### config.mk
export PLATFORM = sky130hd
export DESIGN_NAME = cascade_counter_group
export DESIGN_NICKNAME = d
export VERILOG_FILES = /design/src/rtl/cc_pkg.sv /design/src/rtl/cc_event_net.sv /design/src/rtl/cc_counter.sv /design/src/rtl/cc_snapshot.sv /design/src/rtl/cascade_counter_group.sv
export SDC_FILE = /design/constraint.sdc
export NUM_CORES = 1
export LEC_CHECK = 0
export ABC_AREA = 1
export BUFFER_PORTS_ARGS = -buffer_cell sky130_fd_sc_hd__buf_2
export CAP_MARGIN = 20
export CORE_AREA = 2 2 143 145
export CTS_BUF_LIST = sky130_fd_sc_hd__clkbuf_4 sky130_fd_sc_hd__clkbuf_8 sky130_fd_sc_hd__clkbuf_16
export DETAILED_ROUTE_END_ITERATION = 12
export DIE_AREA = 0 0 145 147
export GPL_ROUTABILITY_DRIVEN = 0
export PLACE_DENSITY = 0.9
export SETUP_SLACK_MARGIN = 0.02
export SLEW_MARGIN = 30
export SYNTH_ARGS = -nofsm -noshare
export SYNTH_HDL_FRONTEND = slang
export SYNTH_SLANG_ARGS = --single-unit
### constraint.sdc
create_clock -name clk_i -period 3.7 [get_ports clk_i]
set_clock_uncertainty 0.05 [all_clocks]
set_input_delay 0.74 -clock clk_i [delete_from_list [all_inputs] [get_ports clk_i]]
set_output_delay 0.74 -clock clk_i [all_outputs]
set_load 0.02 [all_outputs]
### src/rtl/cc_pkg.sv
`timescale 1ns/1ps
package cc_pkg;
  typedef enum logic [2:0] {
    MODE_OFF  = 3'b000,
    MODE_UP   = 3'b001,
    MODE_DOWN = 3'b010,
    MODE_CASC = 3'b111
  } cc_mode_e;
endpackage

### src/rtl/cc_event_net.sv
`timescale 1ns/1ps
// Resolves per-counter step and direction in N_CNT passes; a chain of depth
// k settles at pass k, so cascade cycles without a root never step.
module cc_event_net
  import cc_pkg::*;
#(
  parameter int N_CNT = 4,
  parameter int SEL_W = 2
) (
  input  logic [N_CNT-1:0][2:0]       mode_i,
  input  logic [N_CNT-1:0][SEL_W-1:0] src_i,
  input  logic                        count_en_i,
  input  logic [N_CNT-1:0]            at_lim_i,
  output logic [N_CNT-1:0]            step_o,
  output logic [N_CNT-1:0]            down_o
);
  logic [N_CNT-1:0] casc_ok;

  for (genvar i = 0; i < N_CNT; i++) begin : g_ok
    localparam logic [SEL_W-1:0] SelfIdx = SEL_W'(i);
    assign casc_ok[i] = (mode_i[i] == MODE_CASC) && (src_i[i] != SelfIdx)
                        && (int'(src_i[i]) < N_CNT);
  end

  for (genvar p = 0; p < N_CNT; p++) begin : g_pass
    logic [N_CNT-1:0] step, down, evt;
    for (genvar i = 0; i < N_CNT; i++) begin : g_cnt
      if (p == 0) begin : g_root
        assign step[i] = count_en_i &&
                         ((mode_i[i] == MODE_UP) || (mode_i[i] == MODE_DOWN));
        assign down[i] = (mode_i[i] == MODE_DOWN);
      end else begin : g_chain
        assign step[i] = casc_ok[i] ? g_pass[p-1].evt[src_i[i]]  : g_pass[0].step[i];
        assign down[i] = casc_ok[i] ? g_pass[p-1].down[src_i[i]] : g_pass[0].down[i];
      end
      assign evt[i] = step[i] & at_lim_i[i];
    end
  end

  assign step_o = g_pass[N_CNT-1].step;
  assign down_o = g_pass[N_CNT-1].down;
endmodule

### src/rtl/cc_counter.sv
`timescale 1ns/1ps
module cc_counter #(
  parameter int CNT_W = 16
) (
  input  logic             clk_i,
  input  logic             rst_ni,
  input  logic             step_i,
  input  logic             down_i,
  input  logic [CNT_W-1:0] cmp_i,
  output logic [CNT_W-1:0] cnt_o,
  output logic             at_lim_o
);
  logic [CNT_W-1:0] cnt_q;

  assign at_lim_o = down_i ? (cnt_q == '0) : (cnt_q == cmp_i);
  assign cnt_o    = cnt_q;

  always_ff @(posedge clk_i or negedge rst_ni) begin
    if (!rst_ni)       cnt_q <= '0;
    else if (step_i) begin
      if (at_lim_o)    cnt_q <= down_i ? cmp_i : '0;
      else if (down_i) cnt_q <= cnt_q - 1'b1;
      else             cnt_q <= cnt_q + 1'b1;
    end
  end

  p_wrap_up_r2: assert property (@(posedge clk_i) disable iff (!rst_ni)
    step_i && !down_i && at_lim_o |=> cnt_q == '0);
  p_reload_down_r3: assert property (@(posedge clk_i) disable iff (!rst_ni)
    step_i && down_i && at_lim_o |=> cnt_q == $past(cmp_i));
  p_step_up_r2: assert property (@(posedge clk_i) disable iff (!rst_ni)
    step_i && !down_i && !at_lim_o |=> cnt_q == $past(cnt_q) + 1'b1);
  p_idle_r7: assert property (@(posedge clk_i) disable iff (!rst_ni)
    !step_i |=> $stable(cnt_q));
endmodule

### src/rtl/cc_snapshot.sv
`timescale 1ns/1ps
module cc_snapshot #(
  parameter int N_CNT = 4,
  parameter int CNT_W = 16,
  parameter int SEL_W = 2
) (
  input  logic                        clk_i,
  input  logic                        rst_ni,
  input  logic                        rd_en_i,
  input  logic                        rd_hold_i,
  input  logic [SEL_W-1:0]            rd_addr_i,
  input  logic [N_CNT-1:0][CNT_W-1:0] cnt_i,
  output logic [CNT_W-1:0]            rd_data_o
);
  logic [N_CNT-1:0][CNT_W-1:0] hold_q;
  logic                        capture, addr_ok;

  assign capture = rd_en_i && !rd_hold_i;
  assign addr_ok = int'(rd_addr_i) < N_CNT;

  always_ff @(posedge clk_i or negedge rst_ni) begin
    if (!rst_ni) begin
      hold_q    <= '0;
      rd_data_o <= '0;
    end else if (rd_en_i) begin
      if (capture) hold_q <= cnt_i;
      if (!addr_ok)       rd_data_o <= '0;
      else if (rd_hold_i) rd_data_o <= hold_q[rd_addr_i];
      else                rd_data_o <= cnt_i[rd_addr_i];
    end
  end

  for (genvar k = 0; k < N_CNT; k++) begin : g_chk
    p_capture_r8: assert property (@(posedge clk_i) disable iff (!rst_ni)
      capture |=> hold_q[k] == $past(cnt_i[k]));
  end
  p_hold_keep_r9: assert property (@(posedge clk_i) disable iff (!rst_ni)
    !capture |=> $stable(hold_q));
  p_live_data_r8: assert property (@(posedge clk_i) disable iff (!rst_ni)
    capture && addr_ok |=> rd_data_o == $past(cnt_i[rd_addr_i]));
endmodule

### src/rtl/cascade_counter_group.sv
`timescale 1ns/1ps
module cascade_counter_group
  import cc_pkg::*;
#(
  parameter int N_CNT = 4,
  parameter int CNT_W = 16,
  localparam int SEL_W = (N_CNT > 1) ? $clog2(N_CNT) : 1
) (
  input  logic                     clk_i,
  input  logic                     rst_ni,
  input  logic                     count_en_i,
  input  logic [N_CNT*3-1:0]       mode_i,
  input  logic [N_CNT*SEL_W-1:0]   src_i,
  input  logic [N_CNT*CNT_W-1:0]   cmp_i,
  input  logic                     rd_en_i,
  input  logic                     rd_hold_i,
  input  logic [SEL_W-1:0]         rd_addr_i,
  output logic [CNT_W-1:0]         rd_data_o
);
  logic [N_CNT-1:0][2:0]       mode_v;
  logic [N_CNT-1:0][SEL_W-1:0] src_v;
  logic [N_CNT-1:0][CNT_W-1:0] cmp_v, cnt_v;
  logic [N_CNT-1:0]            step_w, down_w, at_lim_w;

  assign mode_v = mode_i;
  assign src_v  = src_i;
  assign cmp_v  = cmp_i;

  cc_event_net #(.N_CNT(N_CNT), .SEL_W(SEL_W)) u_net (
    .mode_i     (mode_v),
    .src_i      (src_v),
    .count_en_i (count_en_i),
    .at_lim_i   (at_lim_w),
    .step_o     (step_w),
    .down_o     (down_w)
  );

  for (genvar i = 0; i < N_CNT; i++) begin : g_cnt
    cc_counter #(.CNT_W(CNT_W)) u_cnt (
      .clk_i    (clk_i),
      .rst_ni   (rst_ni),
      .step_i   (step_w[i]),
      .down_i   (down_w[i]),
      .cmp_i    (cmp_v[i]),
      .cnt_o    (cnt_v[i]),
      .at_lim_o (at_lim_w[i])
    );

    localparam logic [SEL_W-1:0] SelfIdx = SEL_W'(i);
    logic self_sel, casc_src;
    assign self_sel = (mode_v[i] == MODE_CASC) && (src_v[i] == SelfIdx);
    assign casc_src = (mode_v[i] == MODE_CASC) && (src_v[i] != SelfIdx)
                      && (int'(src_v[i]) < N_CNT);

    p_self_sel_r7: assert property (@(posedge clk_i) disable iff (!rst_ni)
      self_sel |=> $stable(cnt_v[i]));
    p_casc_inc_r4: assert property (@(posedge clk_i) disable iff (!rst_ni)
      casc_src && step_w[src_v[i]] && at_lim_w[src_v[i]] && !down_w[src_v[i]]
      && !at_lim_w[i] |=> cnt_v[i] == $past(cnt_v[i]) + 1'b1);
    p_casc_dec_r5: assert property (@(posedge clk_i) disable iff (!rst_ni)
      casc_src && step_w[src_v[i]] && at_lim_w[src_v[i]] && down_w[src_v[i]]
      && !at_lim_w[i] |=> cnt_v[i] == $past(cnt_v[i]) - 1'b1);
  end

  cc_snapshot #(.N_CNT(N_CNT), .CNT_W(CNT_W), .SEL_W(SEL_W)) u_snap (
    .clk_i     (clk_i),
    .rst_ni    (rst_ni),
    .rd_en_i   (rd_en_i),
    .rd_hold_i (rd_hold_i),
    .rd_addr_i (rd_addr_i),
    .cnt_i     (cnt_v),
    .rd_data_o (rd_data_o)
  );
endmodule

==> run summary, run 1 <==
input/output buffers = 106
Warnings, synthesis = 0
Initial Utilization = 59.7%
Site Rows = 52
Post-synth EDFFs = 0
pre-CTS setup slack = -973 ps
Err = [ERROR GRT-0232] Routing congestion too high. Check the congestion heatmap in the GUI.
area share of the largest cell type after synthesis = 30.4%
worst endpoint type = register data pin
placed inst area = 0.0141 mm2
Gate Count Post-Synth = 1,691
Synth Flop Type = dfrtp_1
Hold Buf Count CTS = 0
CTS buffer count = 17
FF+latch count, synth = 144
synthesized area per cell = 7.01 um2
largest area contributor in the netlist = dfrtp_1
Top Ports = 107
Clock Tree Root = clkbuf_16
status = did not finish
gr ovfl total = 55
share of synthesized registers carrying an async set or reset = 100%
CTS Sinks = 144
unique cell type count in the Yosys netlist = 41
Mapped Nets = 1,842
Total GRT Usage = 74.9%
most numerous cell in the Yosys netlist = nand2_1
Stopped at = global routing
Seq/Total Area, Yosys = 30.4%
CTS H-tree lvls = 4
commonest cells in the netlist = 339 x nand2_1, 208 x nand3_1, 190 x o21ai_0, 162 x inv_1, 144 x dfrtp_1
pin count of the biggest net entering global routing = 67
die width = 145 um
Post-Syn Area = 0.0118 mm2
Post-DP HPWL = 28,700 um
Longest Clk Path Bufs = 2
die span in y = 147 um
worst setup endpoint GRT = g_cnt[0].u_cnt.cnt_o[15]$_DFFE_PN0P_/D
top cells by area, synth = dfrtp_1 30%, nand2_1 11%, nand3_1 8.8%
metal layers:
layer / GRT overflow / track usage [%]
met2: 27 / 91.9
met3: 0 / 63.3
met1: 1 / 73.9
met5: 0 / 22.0
met4: 27 / 71.7
repair_timing:
item / CTS
setup buffers: 94
endpoints found under the setup margin: 42
pin swaps: 120
gates cloned: 1
resized for setup: 164
endpoints found under the hold margin: 0
stage by stage:
stage,hold WS [ps],utilization (%),setup TNS [ps],cells
2_1_floorplan,394,-,-6140,1691
3_3_place_gp,412,70.8,-22750,2186
3_5_place_dp,418,70.8,-31660,2186
4_1_cts,245,80.9,-10320,2311
cells by family after synthesis:
group                      Yosys count  share of synthesized area (%)
AOI/OAI and AO/OA                  353                           15.9
xor gates and xnor gates            92                           6.80
adders and majority gates           60                           6.59
buffers and inverters              249                           8.98
DFF                                144                           30.4
and+or+nand+nor                    793                           31.3
==> run 2, diff against run 1 <==
--- a/config.mk
+++ b/config.mk
@@ -8,13 +8,11 @@
 export ABC_AREA = 1
 export BUFFER_PORTS_ARGS = -buffer_cell sky130_fd_sc_hd__buf_2
 export CAP_MARGIN = 20
-export CORE_AREA = 2 2 143 145
-export CTS_BUF_LIST = sky130_fd_sc_hd__clkbuf_4 sky130_fd_sc_hd__clkbuf_8 sky130_fd_sc_hd__clkbuf_16
+export CORE_AREA = 2 2 176 178
 export DETAILED_ROUTE_END_ITERATION = 12
-export DIE_AREA = 0 0 145 147
+export DIE_AREA = 0 0 178 180
 export GPL_ROUTABILITY_DRIVEN = 0
-export PLACE_DENSITY = 0.9
-export SETUP_SLACK_MARGIN = 0.02
+export PLACE_DENSITY_LB_ADDON = 0.15
 export SLEW_MARGIN = 30
 export SYNTH_ARGS = -nofsm -noshare
 export SYNTH_HDL_FRONTEND = slang
==> run 2 against run 1 <==
  * The flow now finishes, with violations (negative setup slack)
  * Synthesized cell count unchanged
  * Synthesized area unchanged
==> run summary, run 2 <==
endpoints failing hold = 0
Post-synth EDFFs = 0 (unchanged)
class of the worst hold path = input pin to async pin
Top Ports = 107 (unchanged)
Net Sw Power = 4.34 mW
sequential share of power = 30.0%
Iter 0 DRT Violations = 1,145
final worst slack = -395 ps
CTS H-tree lvls = 4 (unchanged)
slowest cell delay on critical path = 280 ps
crit path capture type = register
via count = 13,100
CTS buffer count = 17 (unchanged)
RSZ-0062 raised after global routing = yes
final setup vio count = 64
final WL = 42,900 um
failing checks = negative setup slack
most frequent cells in the layout = 268 x buf_4, 241 x nand2_1, 161 x o21ai_0
Final min period = 4100 ps
die width = 178 um (+23%)
worst slew pin tran = 995 ps
Gate Count Post-Synth = 1,691 (unchanged)
area share of the largest cell type after synthesis = 30.4% (unchanged)
Mapped Nets = 1,842 (unchanged)
Rel. slew slack = 33.3%
worst reg2reg path depth = 24
Bufs and invs on worst path = 12
most used cell, CP = buf_4
clock share of power = 19.1%
Fmax achieved = 0.244 GHz
MaxCap Viol Count = 0
leakage = 8.09 nW
Pint = 5.82 mW
Initial Utilization = 39.2% (-20 points)
Sw Share = 42.7%
Worst EP arrival = 4430 ps
die span in y = 180 um (+22%)
top cells by area, synth = dfrtp_1 30%, nand2_1 11%, nand3_1 8.8%
CTS tree = yes
Worst path slowest cell = a211oi_2
Worst Path Required = 4030 ps
Placeable Area = 0.0302 mm2
Top delay family on crit path = buffers and inverters
unique cell type count in the Yosys netlist = 41 (unchanged)
CTS clk-pin slew, worst paths = 80 ps
Nets = 2,195
antenna violations before repair = 2
Total GRT Usage = 26.1%
Warnings, synthesis = 0 (unchanged)
DRC viols = 0
Clock Tree Root = clkbuf_16
CTS Sinks = 144 (unchanged)
synthesized area per cell = 7.01 um2 (unchanged)
class of the most critical setup path = input pin to register
Levels on crit path = 34
crit path launch type = input pin
Final period util = 111%
Hold Buf Count CTS = 0 (unchanged)
Power, Total = 10.2 mW
vias in the first global route = 12,100
first-pass GRT wire length = 66,300 um
Longest Clk Path Bufs = 2 (unchanged)
Seq/Total Area, Yosys = 30.4% (unchanged)
Site Rows = 64 (+23%)
most numerous cell in the Yosys netlist = nand2_1
most common cell after layout, fill and taps aside = buf_4
pin count of the biggest net entering global routing = 90
Clock Latency Late Sink = 440 ps
Comb pwr share = 51.0%
Post-Syn Area = 0.0118 mm2 (unchanged)
gr ovfl total = 0
commonest cells in the netlist = 339 x nand2_1, 208 x nand3_1, 190 x o21ai_0, 162 x inv_1, 144 x dfrtp_1
Synth Flop Type = dfrtp_1
Post-DP HPWL = 30,300 um (+5.8%)
max-slew violations = 0
DR pass1 iterations = 5
maximum fanout along the worst path = 4
area grow syn2layout = 44.9%
input/output buffers = 106 (unchanged)
largest area contributor in the netlist = dfrtp_1
via density per instance = 5.35
status = finished, violations left
layout cells sized above 1 = 38.6%
Die ar. = 0.0320 mm2
share of synthesized registers carrying an async set or reset = 100% (unchanged)
VDD IR max = 0.304 mV
Avg WL per Cell = 17.5 um
Post-DRT Antenna Nets = 0
power per cell area = 592 mW/mm2
Hold WS = 140 ps
FF+latch count, synth = 144 (unchanged)
==> run 2: cell counts after synthesis <==
Identical to the previous run, type by type.
==> run 2: metrics by stage <==
stage                     TNS (ps)  utilization [%]  cell area (um2)  setup WS (ps)  instances
after detailed placement    -27610             47.6            14400           -908       2331
after global placement      -26440             47.6            14400           -798       2331
after CTS                    -6060             53.1            16000           -269       2427
final                       -15350             56.8            17200           -395       2455
after floorplan              -6140                -            12100           -598       1691
after global routing        -30220             56.8            17200           -645       2454
==> run 2: power groups by stage <==
stage | registers [mW] | clock network (mW) | logic [mW]
2_1_floorplan | 2.80 | 0 | 2.75
3_3_place_gp | 3.00 | 0 | 4.35
3_5_place_dp | 3.01 | 0 | 4.42
4_1_cts | 3.00 | 1.96 | 4.74
5_1_grt | 3.12 | 2.03 | 5.74
6_report | 3.04 | 1.94 | 5.18
==> run 2: path summary, 6_finish.rpt <==
check	slack, ps	startpoint	to
max	-400	mode_i[11]	g_cnt[0].u_cnt.cnt_o[5]$_DFFE_PN0P_
min in group clk_i	430	u_snap.hold_q[29]$_DFFE_PN0P_	u_snap.hold_q[29]$_DFFE_PN0P_
max in group asynchronous	2630	rst_ni	u_snap.hold_q[54]$_DFFE_PN0P_
min reg2reg	430	u_snap.hold_q[29]$_DFFE_PN0P_	u_snap.hold_q[29]$_DFFE_PN0P_
min	140	rst_ni	g_cnt[3].u_cnt.cnt_o[11]$_DFFE_PN0P_
max reg2reg	290	g_cnt[0].u_cnt.cnt_o[1]$_DFFE_PN0P_	g_cnt[2].u_cnt.cnt_o[15]$_DFFE_PN0P_
==> run 2: final cells by class <==
class,instances,area (um2)
tap,396,495
inverter,178,731
clock inverter,15,220
antenna,2,5.00
timing repair buffer,401,3120
sequential,144,3600
fill,2799,13000
multi-input combinational,1302,8560
clock buffer,17,425
==> run 2: cells by family (layout without fill, tap and decap cells) <==
kind of cell / after synthesis / count (layout) / share of synthesized area (%)
AOI/OAI and AO/OA: 353 / 353 / 15.9
xor gates and xnor gates: 92 / 92 / 6.80
DFF: 144 / 144 / 30.4
other: 0 / 2 / 0
and+or+nand+nor: 793 / 797 / 31.3
adders and majority gates: 60 / 60 / 6.59
buffers and inverters: 249 / 611 / 8.98
==> run 2: timing repair <==
| item | 4_1_cts | 5_1_grt |
|---|---|---|
| setup endpoints to repair | 20 | 64 |
| pin swaps | 98 | 166 |
| cloned | 4 | 3 |
| resized for setup | 120 | 224 |
| buffers inserted | 61 | 24 |
==> run 2: routing by layer <==
metal	track usage, %	vias up	part of all wire, %
li1	-	6419	-
met1	36.6	6210	44
met2	41.8	438	48
met3	3.13	76	5.4
met4	7.77	0	2.9
met5	0	-	0
No activity file was read; power rests on OpenSTA's default activity.
